==> config.mk <==
export PLATFORM = sky130hd
export DESIGN_NAME = wdog_seq_service
export DESIGN_NICKNAME = d
export VERILOG_FILES = /design/src/rtl/wdog_pkg.sv /design/src/rtl/wdog_term_sel.sv /design/src/rtl/wdog_key_seq.sv /design/src/rtl/wdog_tick_cnt.sv /design/src/rtl/wdog_seq_service.sv
export SDC_FILE = /design/constraint.sdc
export NUM_CORES = 1
export LEC_CHECK = 0
export BUFFER_PORTS_ARGS = -buffer_cell sky130_fd_sc_hd__buf_2
export CAP_MARGIN = 25
export CORE_MARGIN = 2
export CORE_UTILIZATION = 28
export CTS_BUF_LIST = sky130_fd_sc_hd__clkbuf_8
export DETAILED_ROUTE_END_ITERATION = 10
export PLACE_DENSITY = 0.46
export SETUP_SLACK_MARGIN = 0.4
export SLEW_MARGIN = 15
export SYNTH_ARGS = -nofsm -noshare
export SYNTH_HDL_FRONTEND = slang
export SYNTH_SLANG_ARGS = --single-unit
==> constraint.sdc <==
create_clock -name clk -period 5.85 [get_ports clk]
set_clock_uncertainty 0.2 [all_clocks]
set_input_delay 0.2925 -clock clk [delete_from_list [all_inputs] [get_ports clk]]
set_output_delay 0.2925 -clock clk [all_outputs]
set_load 0.05 [all_outputs]
==> src/rtl/wdog_pkg.sv <==
// Shared constants and types for the sequenced-service watchdog.
// Assumes: one service write per cycle at most.
package wdog_pkg;
    localparam int          RATE_W   = 3;
    localparam int          NUM_RATE = 7;
    localparam logic [7:0]  KEY_ARM  = 8'h55;
    localparam logic [7:0]  KEY_DONE = 8'hAA;

    typedef enum logic {
        CAUSE_TIMEOUT = 1'b0,
        CAUSE_BADKEY  = 1'b1
    } wd_cause_e;
endpackage

==> src/rtl/wdog_term_sel.sv <==
// Maps the rate code onto a terminal count and an enable flag.
// Assumes: code 0 disables; code k selects 2^(BASE_LOG2+STEP_LOG2*(k-1)) cycles.
module wdog_term_sel #(
    parameter int BASE_LOG2 = 13,
    parameter int STEP_LOG2 = 2,
    parameter int CNT_W     = BASE_LOG2 + STEP_LOG2 * (wdog_pkg::NUM_RATE - 1)
) (
    input  logic [wdog_pkg::RATE_W-1:0] rate_sel,
    output logic                        en,
    output logic [CNT_W-1:0]            term
);
    logic [CNT_W-1:0] term_tab [wdog_pkg::NUM_RATE];

    // One terminal count per rate code, all computed from the parameters.
    for (genvar k = 0; k < wdog_pkg::NUM_RATE; k++) begin : g_term
        localparam int SH = CNT_W - (BASE_LOG2 + STEP_LOG2 * k);
        assign term_tab[k] = {CNT_W{1'b1}} >> SH;
    end

    // Pick the terminal count for the active code.
    always_comb begin
        en   = (rate_sel != '0);
        term = '0;
        for (int k = 0; k < wdog_pkg::NUM_RATE; k++) begin
            if (rate_sel == wdog_pkg::RATE_W'(k + 1)) term = term_tab[k];
        end
    end
endmodule

==> src/rtl/wdog_key_seq.sv <==
// Tracks the two-byte service key and classifies each write.
// Assumes: writes are ignored when disabled; clr drops the armed state.
module wdog_key_seq (
    input  logic       clk,
    input  logic       rst_n,
    input  logic       en,
    input  logic       clr,
    input  logic       svc_wr,
    input  logic [7:0] svc_data,
    output logic       svc_ok,
    output logic       bad_key
);
    logic armed_q;
    logic wr_en, is_arm, is_done;

    // Decode the written byte.
    always_comb begin
        wr_en   = en && svc_wr;
        is_arm  = (svc_data == wdog_pkg::KEY_ARM);
        is_done = (svc_data == wdog_pkg::KEY_DONE);
        svc_ok  = wr_en && is_done && armed_q;
        bad_key = wr_en && !is_arm && !is_done;
    end

    // Armed state: set by 0x55, dropped by any other write, clear or disable.
    always_ff @(posedge clk) begin
        if (!rst_n)           armed_q <= 1'b0;
        else if (clr || !en)  armed_q <= 1'b0;
        else if (wr_en)       armed_q <= is_arm;
    end
endmodule

==> src/rtl/wdog_tick_cnt.sv <==
// Free-running period counter with a restart input and a terminal flag.
// Assumes: held at zero while disabled.
module wdog_tick_cnt #(
    parameter int CNT_W = 25
) (
    input  logic             clk,
    input  logic             rst_n,
    input  logic             en,
    input  logic             restart,
    input  logic [CNT_W-1:0] term,
    output logic [CNT_W-1:0] cnt_q,
    output logic             expire
);
    // Flag the final cycle of the period.
    assign expire = en && (cnt_q == term);

    // Count up, or return to zero on restart, disable or reset.
    always_ff @(posedge clk) begin
        if (!rst_n || !en || restart) cnt_q <= '0;
        else                          cnt_q <= cnt_q + 1'b1;
    end
endmodule

==> src/rtl/wdog_seq_service.sv <==
// Sequenced-service watchdog top: rate decode, key tracking, counting and
// a registered one-cycle reset request with its cause.
// Assumes: the reset sequencer acts on rst_req; rst_cause is valid with it.
module wdog_seq_service #(
    parameter int BASE_LOG2 = 13,
    parameter int STEP_LOG2 = 2,
    localparam int CNT_W    = BASE_LOG2 + STEP_LOG2 * (wdog_pkg::NUM_RATE - 1)
) (
    input  logic       clk,
    input  logic       rst_n,
    input  logic [2:0] rate_sel,
    input  logic       svc_wr,
    input  logic [7:0] svc_data,
    output logic       rst_req,
    output logic       rst_cause
);
    import wdog_pkg::*;

    logic [2:0]       rate_q;
    logic             rate_chg, en, svc_ok, bad_key, expire, tmo, fire, restart;
    logic [CNT_W-1:0] term, cnt_q;
    wd_cause_e        cause;

    // Remember the previous rate code to spot changes.
    always_ff @(posedge clk) begin
        rate_q <= rate_sel;
    end

    wdog_term_sel #(.BASE_LOG2(BASE_LOG2), .STEP_LOG2(STEP_LOG2), .CNT_W(CNT_W)) u_term (
        .rate_sel (rate_sel),
        .en       (en),
        .term     (term)
    );

    wdog_key_seq u_key (
        .clk      (clk),
        .rst_n    (rst_n),
        .en       (en),
        .clr      (rate_chg || tmo),
        .svc_wr   (svc_wr),
        .svc_data (svc_data),
        .svc_ok   (svc_ok),
        .bad_key  (bad_key)
    );

    wdog_tick_cnt #(.CNT_W(CNT_W)) u_cnt (
        .clk     (clk),
        .rst_n   (rst_n),
        .en      (en),
        .restart (restart),
        .term    (term),
        .cnt_q   (cnt_q),
        .expire  (expire)
    );

    // Event priority: a bad key beats all; a service or rate change cancels a time-out.
    always_comb begin
        rate_chg = (rate_q != rate_sel);
        tmo      = expire && !rate_chg && !svc_ok;
        fire     = bad_key || tmo;
        restart  = rate_chg || svc_ok || fire;
        cause    = bad_key ? CAUSE_BADKEY : CAUSE_TIMEOUT;
    end

    // Register the request pulse and latch its cause.
    always_ff @(posedge clk) begin
        if (!rst_n) begin
            rst_req   <= 1'b0;
            rst_cause <= 1'b0;
        end else begin
            rst_req <= fire;
            if (fire) rst_cause <= cause;
        end
    end
endmodule

### Word level (Yosys, flattened, before mapping)

Cells that the tools add are included.

| storage, ports and cells | value |
|---|---|
| output and inout bits | 2 |
| word-level logic and storage cells | 49 |
| bits in registers | 31 |
| bits of input ports | 14 |

| operators by class | value |
|---|---|
| bitwise gates (word level) | 1 |
| mux-type cells | 8 |
| $add $sub $neg | 1 |
| reduce and logical (&&, ||, !) cells | 23 |
| eq/ne operators | 11 |

Operators with widths:

| kind | count |
|---|---|
| $add A25 B1 Y25 const B | 1 |
| $eq A25 B25 Y1 | 1 |
| $mux W25 | 1 |
| $mux W23 | 1 |
| $mux W21 | 1 |
| $mux W19 | 1 |
| $mux W17 | 1 |
| $mux W15 | 1 |
| $mux W13 | 1 |
| $eq A3 B3 Y1 const B | 4 |
| $eq A8 B7 Y1 const B | 1 |
| $eq A8 B8 Y1 const B | 1 |
| $logic_and A1 B1 Y1 | 8 |
| $logic_or A1 B1 Y1 | 7 |
| $eq A3 B2 Y1 const B | 2 |
| $logic_not A1 Y1 | 6 |
| $eq A3 B1 Y1 const B | 1 |
| $ne A3 B3 Y1 | 1 |
| $reduce_bool A3 Y1 | 1 |
| $reduce_or A2 Y1 | 1 |
| $mux W1 | 1 |
| $not A1 Y1 | 1 |

### Logic depth before layout (Yosys ltp)

Gate-level depths: netlist (run 1).

| logic depth | value |
|---|---|
| depth in word-level cells | 15 |
| mapped depth | 7 |
| gate-level depth less buffers | 6 |

### Cells and area by module

A second synthesis (run 1) with hierarchy kept.

| unflattened totals | value |
|---|---|
| cells, all modules | 227 |
| area total of the unflattened synthesis | 1,934.4 sq um |

Modules (own cells, without submodules):

| module | area an instance (sq um) | seq. area each (sq um) | times used | cells each |
|---|---|---|---|---|
| wdog_tick_cnt | 1,420.1 | 500.5 | 1 | 169 |
| wdog_seq_service | 211.5 | 100.1 | 1 | 18 |
| wdog_term_sel | 188.9 | 0.0 | 1 | 26 |
| wdog_key_seq | 113.9 | 20.0 | 1 | 14 |

### Least setup slack after synthesis (run 1)

OpenSTA, ideal clock, no wires.

| path | value |
|---|---|
| path kind | input -> register |
| start | in rate_sel[0] |
| end | reg u_cnt.cnt_q[13] |
| path buffers | 2 |
| arrival time | 1.866 ns |
| path slack | 3.649 ns |
| library setup time | 0.134 ns |
| cell stages on the path | 7 |
| data required time | 5.516 ns |
| cells stage by stage | buf_6 -> or3_4 -> o32ai_2 -> o2111ai_2 -> nor4_4 -> buf_6 -> nor3_1 |

| on the way | value |
|---|---|
| word-level cells in the longest chain between the ends | 15 |
| elaborated cells on any way between the ends | 33 |
| those cells by class | eq/ne: 9; mux: 7; reduce/logical: 17 |

RTL lines:

| item | line | text |
|---|---|---|
| from (decl) | wdog_seq_service.sv:11 | `input logic [2:0] rate_sel,` |
| $eq A3 B1 Y1 | wdog_term_sel.sv:25 | `if (rate_sel == wdog_pkg::RATE_W'(k + 1)) term = term_tab[k];` |
| $mux W13 | wdog_term_sel.sv:25 |  |
| $mux W15 | wdog_term_sel.sv:25 |  |
| $mux W17 | wdog_term_sel.sv:25 |  |
| $mux W19 | wdog_term_sel.sv:25 |  |
| $mux W21 | wdog_term_sel.sv:25 |  |
| $mux W23 | wdog_term_sel.sv:25 |  |
| $mux W25 | wdog_term_sel.sv:25 |  |
| $eq A25 B25 Y1 | wdog_tick_cnt.sv:15 | `assign expire = en && (cnt_q == term);` |
| $logic_and A1 B1 Y1 | wdog_tick_cnt.sv:15 |  |
| $logic_and A1 B1 Y1 (2 in series) | wdog_seq_service.sv:59 | `tmo = expire && !rate_chg && !svc_ok;` |
| $logic_or A1 B1 Y1 | wdog_seq_service.sv:60 | `fire = bad_key \|\| tmo;` |
| $logic_or A1 B1 Y1 | wdog_seq_service.sv:61 | `restart = rate_chg \|\| svc_ok \|\| fire;` |
| $logic_or A1 B1 Y1 (*) | wdog_tick_cnt.sv:19 | `if (!rst_n \|\| !en \|\| restart) cnt_q <= '0;` |
| to (signal assigned) | wdog_tick_cnt.sv:20 | `else cnt_q <= cnt_q + 1'b1;` |
| to (decl) | wdog_tick_cnt.sv:11 | `output logic [CNT_W-1:0] cnt_q,` |

Mark *: on every way between the ends. The rest lies on a longest branch, timed or not.
A chain may end at the register's enable or synchronous reset.

### Worst setup path in the final report (run 1)

| path | value |
|---|---|
| start | reg u_cnt.cnt_q[2] |
| end | reg u_cnt.cnt_q[10] |

| on the way | value |
|---|---|
| word-level cells in the longest chain between the ends | 7 |
| elaborated cells on any way between the ends | 8 |
| those cells by class | add/sub: 1; eq/ne: 1; reduce/logical: 6 |

RTL lines:

| item |
|---|
| parallel branches: the longest is 7 deep, another holds $add A25 B1 Y25 |

Parallel ways; which one is timed is not known.

==> impl_results.md, run 1 <==
- CP Capture Type: flip-flop
- Status: finished clean
- Inserted Clock Buffers: 5
- Post-DP Area: about 0.0018 mm^2
- IO Pins: 16
- Post-synthesis adder-cell area fraction: 0.00752
- Synth Flop Type: dfxtp_1
- Clock Path Buffers: 2
- Leak pwr: about 0.63 nW
- Final #Nets: around 220
- Height of the die: approximately 81 um
- CP Class: flip-flop to flip-flop
- Final period util: 0.410
- Reg2reg path depth: 6
- Synth area leaders: dfxtp_1 37%, xor2_1 11%, nor3_1 7.5%
- GRT Overall Usage: 0.126
- Post-CTS resize count: 0
- # diodes: 0
- Vias in the first global route: approximately 1,300
- Post-route cell area: 0.00192 mm^2
- Synth Area in XOR/XNOR: 0.137
- Max_slew headroom: 0.542
- Root Buffer Master: clkbuf_8
- PD cells: around 240 mW/mm^2
- H-Tree Depth: 2
- Vias post-DR: 1,376
- Starting Density: 0.286
- Mux cell area share after synthesis: 0.00602
- Largest family of logic cells by synthesized area: simple AND/OR/NAND/NOR gates
- Synth Area in Compound Gates: 0.104
- Area grow syn2layout: 15.3%
- Largest net degree at the start of global routing: 28
- HP Start: rst_n
- Final Hold Violating Endpoints: 0
- Starting DRT DRC Count: between 60 and 70
- Commonest cells in the netlist: 31 x dfxtp_1, 25 x nor3_1, 20 x xor2_1
- Worst Hold End: rst_cause$_SDFFE_PN0P_
- Die width: approximately 81 um
- Reg-to-Reg End: u_cnt.cnt_q[10]$_SDFF_PP0_
- Post-Synthesis Cells: between 150 and 200
- Req. time, crit path: around 5.8 ns
- Fillers: 635
- Detail Route Antenna Nets: 0
- Max Cap Viol: 0
- Worst Max-Slew Pin Slew: approximately 0.68 ns
- Worst Hold Path Cells: 2
- Fin util: 0.330
- Count leader, synth: dfxtp_1
- Register clock-pin slew on the reported worst setup and hold paths: approximately 0.070 ns
- Layout cells sized above 1: 0.177
- Routability cong.: 0.757
- Worst setup SP type: flip-flop
- Share of the synthesized area in the top cell type: 0.373
- Simple-gate portion of the synthesized area: 0.331
- Worst skew pair latency: 0.29 ns
- First-pass GRT wire length: roughly 6400 um
- Final setup fails: 0
- First-pass DRT Iterations: 4
- Final slew viol count: 0
- Drc violations: 0
- Syn avg cell area: 8.89 um^2
- Synth cell types: 44
- Initial antenna violation count: 0
- Post-CTS Hold Buffers: 0
- FF-to-FF setup slack: 3.45 ns
- Synth area leader: dfxtp_1
- Synthesized flop and latch total: 31
- Seq/Total Area, Yosys: 0.373
- Die area: roughly 0.0066 mm^2
- Highest Clock Rate: between 0.4 and 0.5 GHz
- FF+latch area: approximately 620 um^2
- Ys Warns: 0
- Syn Std Cell Area: between 0.0015 and 0.002 mm^2
- Post-DR wirelength/cell: 13.1 um
- Syn_nets: a little over 200
- RSZ-0062 raised after global routing: no
- Fraction of registers with async set/reset: 0
- Peak supply drop: between 100 and 150 uV
- Worst Hold Class: input pin to flip-flop
- Crit Path Max Fanout: 27
- Min Clock Period, post-route: approximately 2.4 ns
- Worst endpoint data arrival time: 2.33 ns
- Clk sinks: 31
- Postcts setup bufs: 0
- Final setup TNS: 0 ns
- IO buf count: 15
- DP HPWL: around 2600 um
- CTS tree: done
- Core area: just under 0.006 mm^2
- Area occupied by multi-input gates: ~1000 um^2
- WL final: about 3600 um
- Grt ovf: 0
- DR vias/cell: roughly 5
- Reg-to-Reg Start: u_cnt.cnt_q[2]$_SDFF_PP0_
- Site row count: 28
- Post-synth EDFFs: 0
through the flow:
step	hold slack, ns	setup WS (ns)	std cells	power (mW)
floorplan	0.120	3.65	187	0.240
global placement	0.317	3.33	269	0.248
detailed placement	0.324	3.36	270	0.249
CTS	0.0338	3.40	278	0.470
global route	0.0467	3.19	278	0.481
finish	0.0457	3.45	278	0.464
flip-flops by register name, indices dropped and copies added, names as in the netlist:
name	flops
rst_req	1
rate_q	3
rst_cause	1
u_key.armed_q	1
u_cnt.cnt_q	25
worst max-delay path, cell delays in order, from the launching register on:
cell     delay [ns]
dfxtp_1        0.45
nand4_1        0.24
nor3_2         0.44
mux2i_1        0.24
nor4_4         0.24
buf_4          0.34
nor3_1         0.09
worst max-delay path by stage:
stage / startpoint / end
floorplan: rate_sel[0] / u_cnt.cnt_q[13]$_SDFF_PP0_
global placement: rate_sel[2] / u_cnt.cnt_q[3]$_SDFF_PP0_
detailed placement: rate_sel[1] / u_cnt.cnt_q[3]$_SDFF_PP0_
CTS: u_cnt.cnt_q[2]$_SDFF_PP0_ / u_cnt.cnt_q[10]$_SDFF_PP0_
global route: u_cnt.cnt_q[2]$_SDFF_PP0_ / u_cnt.cnt_q[15]$_SDFF_PP0_
finish: u_cnt.cnt_q[2]$_SDFF_PP0_ / u_cnt.cnt_q[10]$_SDFF_PP0_
layout make-up:
class	instances	area share
Tap cell	75	0.0489
Sequential cell	31	0.324
Timing Repair Buffer	18	0.0548
Inverter	1	0.00196
Clock inverter	2	0.0183
Clock buffer	6	0.0431
Multi-Input combinational cell	145	0.509
placed cells by master (no fill, tap or decap), types with 4 or more instances in the layout:
cell type / n
xnor2_1: 6
nand3_1: 13
nor3_1: 25
nand4_1: 8
nand2_1: 15
xor2_1: 20
nor4_1: 4
buf_2: 15
nor4bb_1: 4
clkbuf_8: 6
and3_1: 4
nor2_1: 7
dfxtp_1: 31
metal layers:
metal | up-vias | GRT usage | routed length (um)
li1 | 723 | - | -
met1 | 633 | 0.162 | 1810
met2 | 15 | 0.201 | 1630
met3 | 5 | 0.0356 | 147
met4 | 0 | 0.0424 | 41
met5 | - | 0 | 0
kinds of logic after synthesis:
family                   Yosys count
adder cells (fa/ha/maj)            1
AND/OR/NAND/NOR                   95
AO/OA/AOI/OAI                     22
buffers and inverters             11
multiplexers                       1
XOR/XNOR                          26
flip-flops                        31
where the power goes:
group,leakage [nW],switching [mW],total [mW],internal (mW)
logic,0.318,0.0180,0.0300,0.0121
registers,0.251,0.000988,0.214,0.213
clock network,0.0612,0.0823,0.220,0.138
(Power assumes the default switching activity.)
==> inputs of run 2 (changes only) <==
Settings changed: PLACE_DENSITY 0.46 to 0.47.
Clock period 5.85 ns to 2.16 ns, I/O delays scaled along.
==> run 2 against run 1 <==
Compared with the run above: setup slack lost 3.3 ns; sequential power increased to 2.7 times the previous value; sequential share of layout area fell by 3.3 points; clock power grew to 2.7 times the previous value; non-clock buffer count increased by 20; fmax up 18%; critical path depth increased by 1; flip-flop and latch count is the same; utilization rose by 4.0 points; combinational power rose to 3.1 times the previous value; routed wire length is 7.1% higher; total power grew to 2.8 times the previous value; critical endpoint is now u_cnt.cnt_q[21]$_SDFF_PP0_.
==> impl_results.md, run 2 (synthesis gave the netlist of run 1 again) <==
- GRT Overall Usage: 0.138 (was 0.126)
- Req. time, crit path: 2.13 ns (was 5.78 ns)
- Post-DR wirelength/cell: 13.0 um (was 13.1 um)
- Internal: 0.992 mW (was 0.363 mW)
- PD cells: 595 mW/mm^2 (was 242 mW/mm^2)
- # diodes: 0 (unchanged)
- Highest Clock Rate: 0.490 GHz (was 0.417 GHz)
- Clock Path Buffers: 2 (unchanged)
- Worst setup SP type: flip-flop (unchanged)
- Drc violations: 0 (unchanged)
- Fin cells: 298 (was 278)
- DP HPWL: 2780 um (was 2600 um)
- Peak supply drop: 367 uV (was 104 uV)
- Final #Nets: 237 (was 217)
- Register clock-pin slew on the reported worst setup and hold paths: 0.07 ns (about the same)
- Worst endpoint data arrival time: 2.01 ns (was 2.33 ns)
- Number of flip-flops in the largest register: 25 (unchanged)
- Max stage delay on crit path: 0.54 ns (was 0.45 ns)
- Final Hold Violating Endpoints: 0 (unchanged)
- Min Clock Period, post-route: 2.04 ns (was 2.40 ns)
- Final slew viol count: 0 (unchanged)
- Height of the die: 81.1 um (unchanged)
- Top Registers: u_cnt.cnt_q x25, rate_q x3 (unchanged)
- Leak pwr: 0.739 nW (was 0.630 nW)
- Status: finished clean (unchanged)
- Routability cong.: 0.748 (was 0.757)
- IO buf count: 15 (unchanged)
- Vias post-DR: 1,453 (was 1,376)
- Detail Route Antenna Nets: 0 (unchanged)
- CP cell instances: or4_4, nor3_4, a31oi_2, nor4_4, buf_4, buf_6, nor3_1 (was nand4_1, nor3_2, mux2i_1, nor4_4, buf_4, nor3_1)
- Die area: 0.00657 mm^2 (unchanged)
- Worst Max-Slew Pin Slew: 0.457 ns (was 0.681 ns)
- Clk sinks: 31 (unchanged)
- Grt ovf: 0 (unchanged)
- CP delay by family, top: simple AND/OR/NAND/NOR gates (unchanged)
- Largest register by flop count: u_cnt.cnt_q (unchanged)
- First-pass DRT Iterations: 4 (unchanged)
- Max Cap Viol: 0 (unchanged)
- Fin util: 0.369 (was 0.330)
- CTS tree: done (unchanged)
- Seq pwr share: 0.454 (was 0.461)
- Worst skew pair latency: 0.30 ns (was 0.29 ns)
- Core area: 0.00582 mm^2 (unchanged)
- RSZ-0062 raised after global routing: yes (was no)
- Fillers: 637 (was 635)
- Inserted Clock Buffers: 5 (unchanged)
- Commonest non-fill, non-tap cell in the layout: dfxtp_1 (unchanged)
- Area grow syn2layout: 29.2% (was 15.3%)
- Final setup fails: 0 (unchanged)
- WL final: 3890 um (was 3630 um)
- Final period util: 0.944 (was 0.410)
- Largest net degree at the start of global routing: 26 (was 28)
- Bufs and invs on worst path: 2 (was 1)
- Placed cell count: 282 (was 270)
- First-pass GRT wire length: 6800 um (was 6360 um)
- H-Tree Depth: 2 (unchanged)
- CP Capture Type: flip-flop (unchanged)
- Starting Density: 0.286 (unchanged)
- Root Buffer Master: clkbuf_8 (unchanged)
- CP Class: flip-flop to flip-flop (unchanged)
- Clock power frac: 0.473 (was 0.474)
- Initial antenna violation count: 0 (unchanged)
- Critical path's slowest cell: or4_4 (was dfxtp_1)
- Site row count: 28 (unchanged)
- Comb pwr share: 0.073 (was 0.065)
- Starting DRT DRC Count: 39 (was 68)
- Layout cells sized above 1: 0.269 (was 0.177)
- Die width: 81.1 um (unchanged)
- Sw frac: 0.223 (was 0.218)
- Vias in the first global route: 1,449 (was 1,339)
- Worst Hold Class: input pin to flip-flop (unchanged)
- Crit Path Max Fanout: 8 (was 27)
- Switch Pwr: 0.285 mW (was 0.101 mW)
- Final setup TNS: 0 ns (unchanged)
- DR vias/cell: 4.88 (was 4.95)
- Max_slew headroom: 0.691 (was 0.542)
- IO Pins: 16 (unchanged)
- Most frequent cells in the layout: 28 x dfxtp_1, 22 x nor3_1, 20 x xor2_1 (was 31 x dfxtp_1, 25 x nor3_1, 20 x xor2_1)
==> run 2: cell types whose count changed in the layout (fill, tap and decap cells not counted), sizes merged <==
| cell | previous run | this run |
|---|---|---|
| buf | 18 | 32 |
| clkbuf | 6 | 7 |
| dlygate4sd3 | 0 | 5 |
==> run 2: metal layers <==
| metal | GRT usage | up-vias | wire (um) |
|---|---|---|---|
| met3 | 0.0300 | 7 | 83 |
| met1 | 0.172 | 679 | 1970 |
| li1 | - | 757 | - |
| met5 | 0 | - | 0 |
| met2 | 0.220 | 10 | 1740 |
| met4 | 0.0763 | 0 | 94 |
==> run 2: cell type report <==
type / instances / area [um^2] / share of cell area
Multi-Input combinational cell: 145 / 1010 / 0.472
Sequential cell: 31 / 624 / 0.291
Timing Repair Buffer: 38 / 294 / 0.137
Tap cell: 75 / 93.8 / 0.0437
Clock buffer: 6 / 82.6 / 0.0384
Clock inverter: 2 / 35.0 / 0.0163
Inverter: 1 / 3.75 / 0.00175
==> run 2: stage by stage <==
| step | instance area (um^2) | hold WS [ns] | power (mW) | setup WS [ns] |
|---|---|---|---|---|
| 2_1_floorplan | 1680 | -0.0643 | 0.649 | 0.0620 |
| 3_3_place_gp | 1910 | 0.155 | 0.677 | 0.0790 |
| 3_5_place_dp | 1910 | 0.161 | 0.678 | 0.0672 |
| 4_1_cts | 2110 | 0.00321 | 1.30 | 0.117 |
| 5_1_grt | 2150 | 0.0588 | 1.32 | 0.0442 |
| 6_report | 2150 | 0.00834 | 1.28 | 0.120 |
==> run 2: path summary, 6_finish.rpt <==
kind              cells after the start  slack, ns                  startpoint                          to
setup / recovery                      7       0.12  u_cnt.cnt_q[21]$_SDFF_PP0_  u_cnt.cnt_q[21]$_SDFF_PP0_
hold / removal                        6      0.008                 svc_data[3]  u_key.armed_q$_SDFFE_PP0P_
setup reg to reg                      7       0.12  u_cnt.cnt_q[21]$_SDFF_PP0_  u_cnt.cnt_q[21]$_SDFF_PP0_
hold reg to reg                       1       0.31   u_cnt.cnt_q[0]$_SDFF_PP0_   u_cnt.cnt_q[0]$_SDFF_PP0_
==> run 2: tightest hold or removal path, cell delays in order <==
cell	delay [ns]
buf_2	0.08
nor4bb_1	0.05
nand2_1	0.06
o21ai_0	0.06
nand2_1	0.06
nor2_1	0.04
==> run 2: power groups by stage <==
stage,clock network (mW),registers (mW),logic (mW)
floorplan,0,0.602,0.0473
global placement,0,0.593,0.0837
detailed placement,0,0.594,0.0838
CTS,0.623,0.581,0.0932
global route,0.642,0.581,0.102
finish,0.604,0.581,0.0928
==> run 2: what timing repair did <==
| action | CTS | global route |
|---|---|---|
| setup buffers | 0 | 2 |
| pin swaps | 1 | 0 |
| endpoints found under the setup margin | 28 | 28 |
| endpoints found under the hold margin | 6 | 0 |
| gates cloned | 0 | 1 |
| hold buffers | 5 | 0 |
| gates resized for setup | 7 | 0 |
==> inputs of run 3 (changes only) <==
Settings changed: CAP_MARGIN 25 to not set, PLACE_DENSITY 0.47 to not set.
Clock period 2.16 ns to 1.73 ns, I/O delays scaled along.
==> run 3 against run 2 <==
Compared with the run above: the flow now finishes with violations (setup timing); final cell count rose by 10%; total power up 25%; count of clock-buffer cells in the layout is the same; critical endpoint is now u_cnt.cnt_q[15]$_SDFF_PP0_.
==> impl_results.md, run 3 (synthesis gave the netlist of run 1 again) <==
- Clock Path Buffers: 2 (unchanged)
- Crit Path Max Fanout: 9 (was 8)
- FF-to-FF setup slack: -0.31 ns (was 0.12 ns)
- H-Tree Depth: 2 (unchanged)
- Routability cong.: 0.776 (was 0.748)
- Vias post-DR: 1,583 (was 1,453)
- Met3 Usage GRT: 0.0333 (was 0.0300)
- Grt ovf: 0 (unchanged)
- Final period util: 1.18 (was 0.944)
- First-pass GRT wire length: 7030 um (was 6800 um)
- PD cells: 660 mW/mm^2 (was 595 mW/mm^2)
- Initial antenna violation count: 0 (unchanged)
- Site row count: 28 (unchanged)
- Clk sinks: 31 (unchanged)
- Final setup TNS: -8.13 ns (was 0 ns)
- CTS tree: done (unchanged)
- Die width: 81.1 um (unchanged)
- Area grow syn2layout: 45.5% (was 29.2%)
- Height of the die: 81.1 um (unchanged)
- Worst Max-Slew Pin Slew: 0.344 ns (was 0.457 ns)
- Detail Route Antenna Nets: 0 (unchanged)
- Met1 Use GR: 0.169 (was 0.172)
- Number of flip-flops in the largest register: 25 (unchanged)
- Leak pwr: 0.903 nW (was 0.739 nW)
- IO buf count: 15 (unchanged)
- Reg2reg path depth: 7 (unchanged)
- Starting DRT DRC Count: 62 (was 39)
- DR vias/cell: 4.83 (was 4.88)
- Met2 Usage GRT: 0.235 (was 0.220)
- Critical path's slowest cell: or4_4 (unchanged)
- RSZ-0062 raised after global routing: yes (unchanged)
- Min Clock Period, post-route: 2.04 ns (about the same)
- # diodes: 0 (unchanged)
- Drc violations: 0 (unchanged)
- Worst skew pair latency: 0.28 ns (was 0.30 ns)
- First-pass DRT Iterations: 4 (unchanged)
- Post-DP Area: 0.00217 mm^2 (was 0.00191 mm^2)
- CP Capture Type: flip-flop (unchanged)
- CP Class: flip-flop to flip-flop (unchanged)
- Worst Hold End: u_key.armed_q$_SDFFE_PP0P_ (unchanged)
- GRT Overall Usage: 0.140 (was 0.138)
- Vias in the first global route: 1,602 (was 1,449)
- Max_slew headroom: 0.764 (was 0.691)
- Max stage delay on crit path: 0.54 ns (about the same)
- Largest register by flop count: u_cnt.cnt_q (unchanged)
- Core area: 0.00582 mm^2 (unchanged)
- Reg-to-Reg End: u_cnt.cnt_q[15]$_SDFF_PP0_ (was u_cnt.cnt_q[21]$_SDFF_PP0_)
- Final setup fails: 28 (was 0)
- Worst Setup Slack, final: -0.314 ns (was 0.120 ns)
- Worst endpoint data arrival time: 2.01 ns (about the same)
- Largest net degree at the start of global routing: 26 (unchanged)
- Layout cells sized above 1: 0.379 (was 0.269)
- Highest Clock Rate: 0.489 GHz (was 0.490 GHz)
- IO Pins: 16 (unchanged)
- Die area: 0.00657 mm^2 (unchanged)
- Req. time, crit path: 1.70 ns (was 2.13 ns)
- Fillers: 591 (was 637)
- DP HPWL: 2910 um (was 2780 um)
- HP Start: svc_data[5] (was svc_data[3])
- Register clock-pin slew on the reported worst setup and hold paths: 0.07 ns (about the same)
- Commonest non-fill, non-tap cell in the layout: buf_4 (was dfxtp_1)
- Most used routing layer: met2 (unchanged)
- Inserted Clock Buffers: 5 (unchanged)
- Status: finished with violations (was finished clean)
- Max Cap Viol: 0 (unchanged)
- Post-DR wirelength/cell: 12.7 um (was 13.0 um)
- Peak supply drop: 332 uV (was 367 uV)
- Most frequent cells in the layout: 44 x buf_4, 29 x dfxtp_1, 20 x xor2_1 (was 28 x dfxtp_1, 22 x nor3_1, 20 x xor2_1)
- Final #Nets: 267 (was 237)
- Worst Hold Path Cells: 6 (unchanged)
- Failing checks: setup timing
- Worst setup SP type: flip-flop (unchanged)
- Top Registers: u_cnt.cnt_q x25, rate_q x3 (unchanged)
- CP cell instances: or4_4, nor3_4, a31oi_2, nor4_4, buf_6, clkbuf_16, nor3_1 (was or4_4, nor3_4, a31oi_2, nor4_4, buf_4, buf_6, nor3_1)
- Worst Hold Class: input pin to flip-flop (unchanged)
- WL final: 4170 um (was 3890 um)
- Final slew viol count: 0 (unchanged)
- Root Buffer Master: clkbuf_8 (unchanged)
- Final Hold Violating Endpoints: 0 (unchanged)
- Starting Density: 0.286 (unchanged)
- Reg-to-Reg Start: u_cnt.cnt_q[21]$_SDFF_PP0_ (unchanged)
- Post-route cell area: 0.00242 mm^2 (was 0.00215 mm^2)
## run 3: cell count changes in the layout (fill, tap and decap cells not counted), sizes merged
cell         previous run  this run
dlygate4sd3             5         4
buf                    32        63
## run 3: area by class of cell
cell class              count  area, um^2  area share
multi-input cells         145        1040       0.431
flip-flops and latches     31         626       0.259
repair buffers             68         537       0.222
well taps                  75        93.8      0.0388
clock buffers               6        82.6      0.0341
clock inverters             2        35.0      0.0145
inverters                   1        3.75     0.00155
## run 3: what timing repair did
action / 4_1_cts / 5_1_grt
pin swaps: 6 / 1
gates cloned: 0 / 1
gates resized for setup: 12 / 3
buffers inserted: 0 / 1
hold endpoints to repair: 6 / 2
hold buffers: 3 / 1
setup endpoints to repair: 28 / 28
## run 3: power by group
| part | internal (mW) | leakage (nW) | total (mW) | switching, mW |
|---|---|---|---|---|
| Clock | 0.466 | 0.0612 | 0.742 | 0.276 |
| Sequential | 0.719 | 0.253 | 0.722 | 0.00301 |
| Combinational | 0.0651 | 0.589 | 0.134 | 0.0686 |
## run 3: through the flow
stage	total power [mW]	setup WS, ns	std cells	util	hold slack (ns)
final	1.60	-0.314	328	0.416	0.0103
after global routing	1.66	-0.363	328	0.416	0.0573
after CTS	1.62	-0.332	325	0.406	-0.166
after detailed placement	0.863	-0.332	314	0.372	0.134
after global placement	0.861	-0.303	314	0.372	0.135
after floorplan	0.810	-0.368	187	-	-0.0858
## run 3: routing by layer
layer	vias up	part of all wire
li1	817	-
met1	739	0.49
met2	20	0.46
met3	7	0.030
met4	0	0.018
met5	-	0
## run 3: worst max path at each step
stage                                     startpoint                         end  slack, ns  cells after the start
after global routing      u_cnt.cnt_q[21]$_SDFF_PP0_  u_cnt.cnt_q[15]$_SDFF_PP0_      -0.36                      7
after detailed placement  u_cnt.cnt_q[21]$_SDFF_PP0_  u_cnt.cnt_q[21]$_SDFF_PP0_      -0.33                      6
final                     u_cnt.cnt_q[21]$_SDFF_PP0_  u_cnt.cnt_q[15]$_SDFF_PP0_      -0.31                      7
after CTS                 u_cnt.cnt_q[12]$_SDFF_PP0_          rst_req$_SDFF_PN0_      -0.33                      6
after global placement    u_cnt.cnt_q[12]$_SDFF_PP0_      rst_cause$_SDFFE_PN0P_      -0.30                      5
after floorplan           u_cnt.cnt_q[21]$_SDFF_PP0_  u_cnt.cnt_q[21]$_SDFF_PP0_      -0.37                      6
## run 3: worst max-delay path: cells and delay by family, from the launching register on
kind            cells  cell delay, ns
compound gates      1            0.08
buf+inv             2            0.33
simple gates        4            1.01
flops               1            0.32
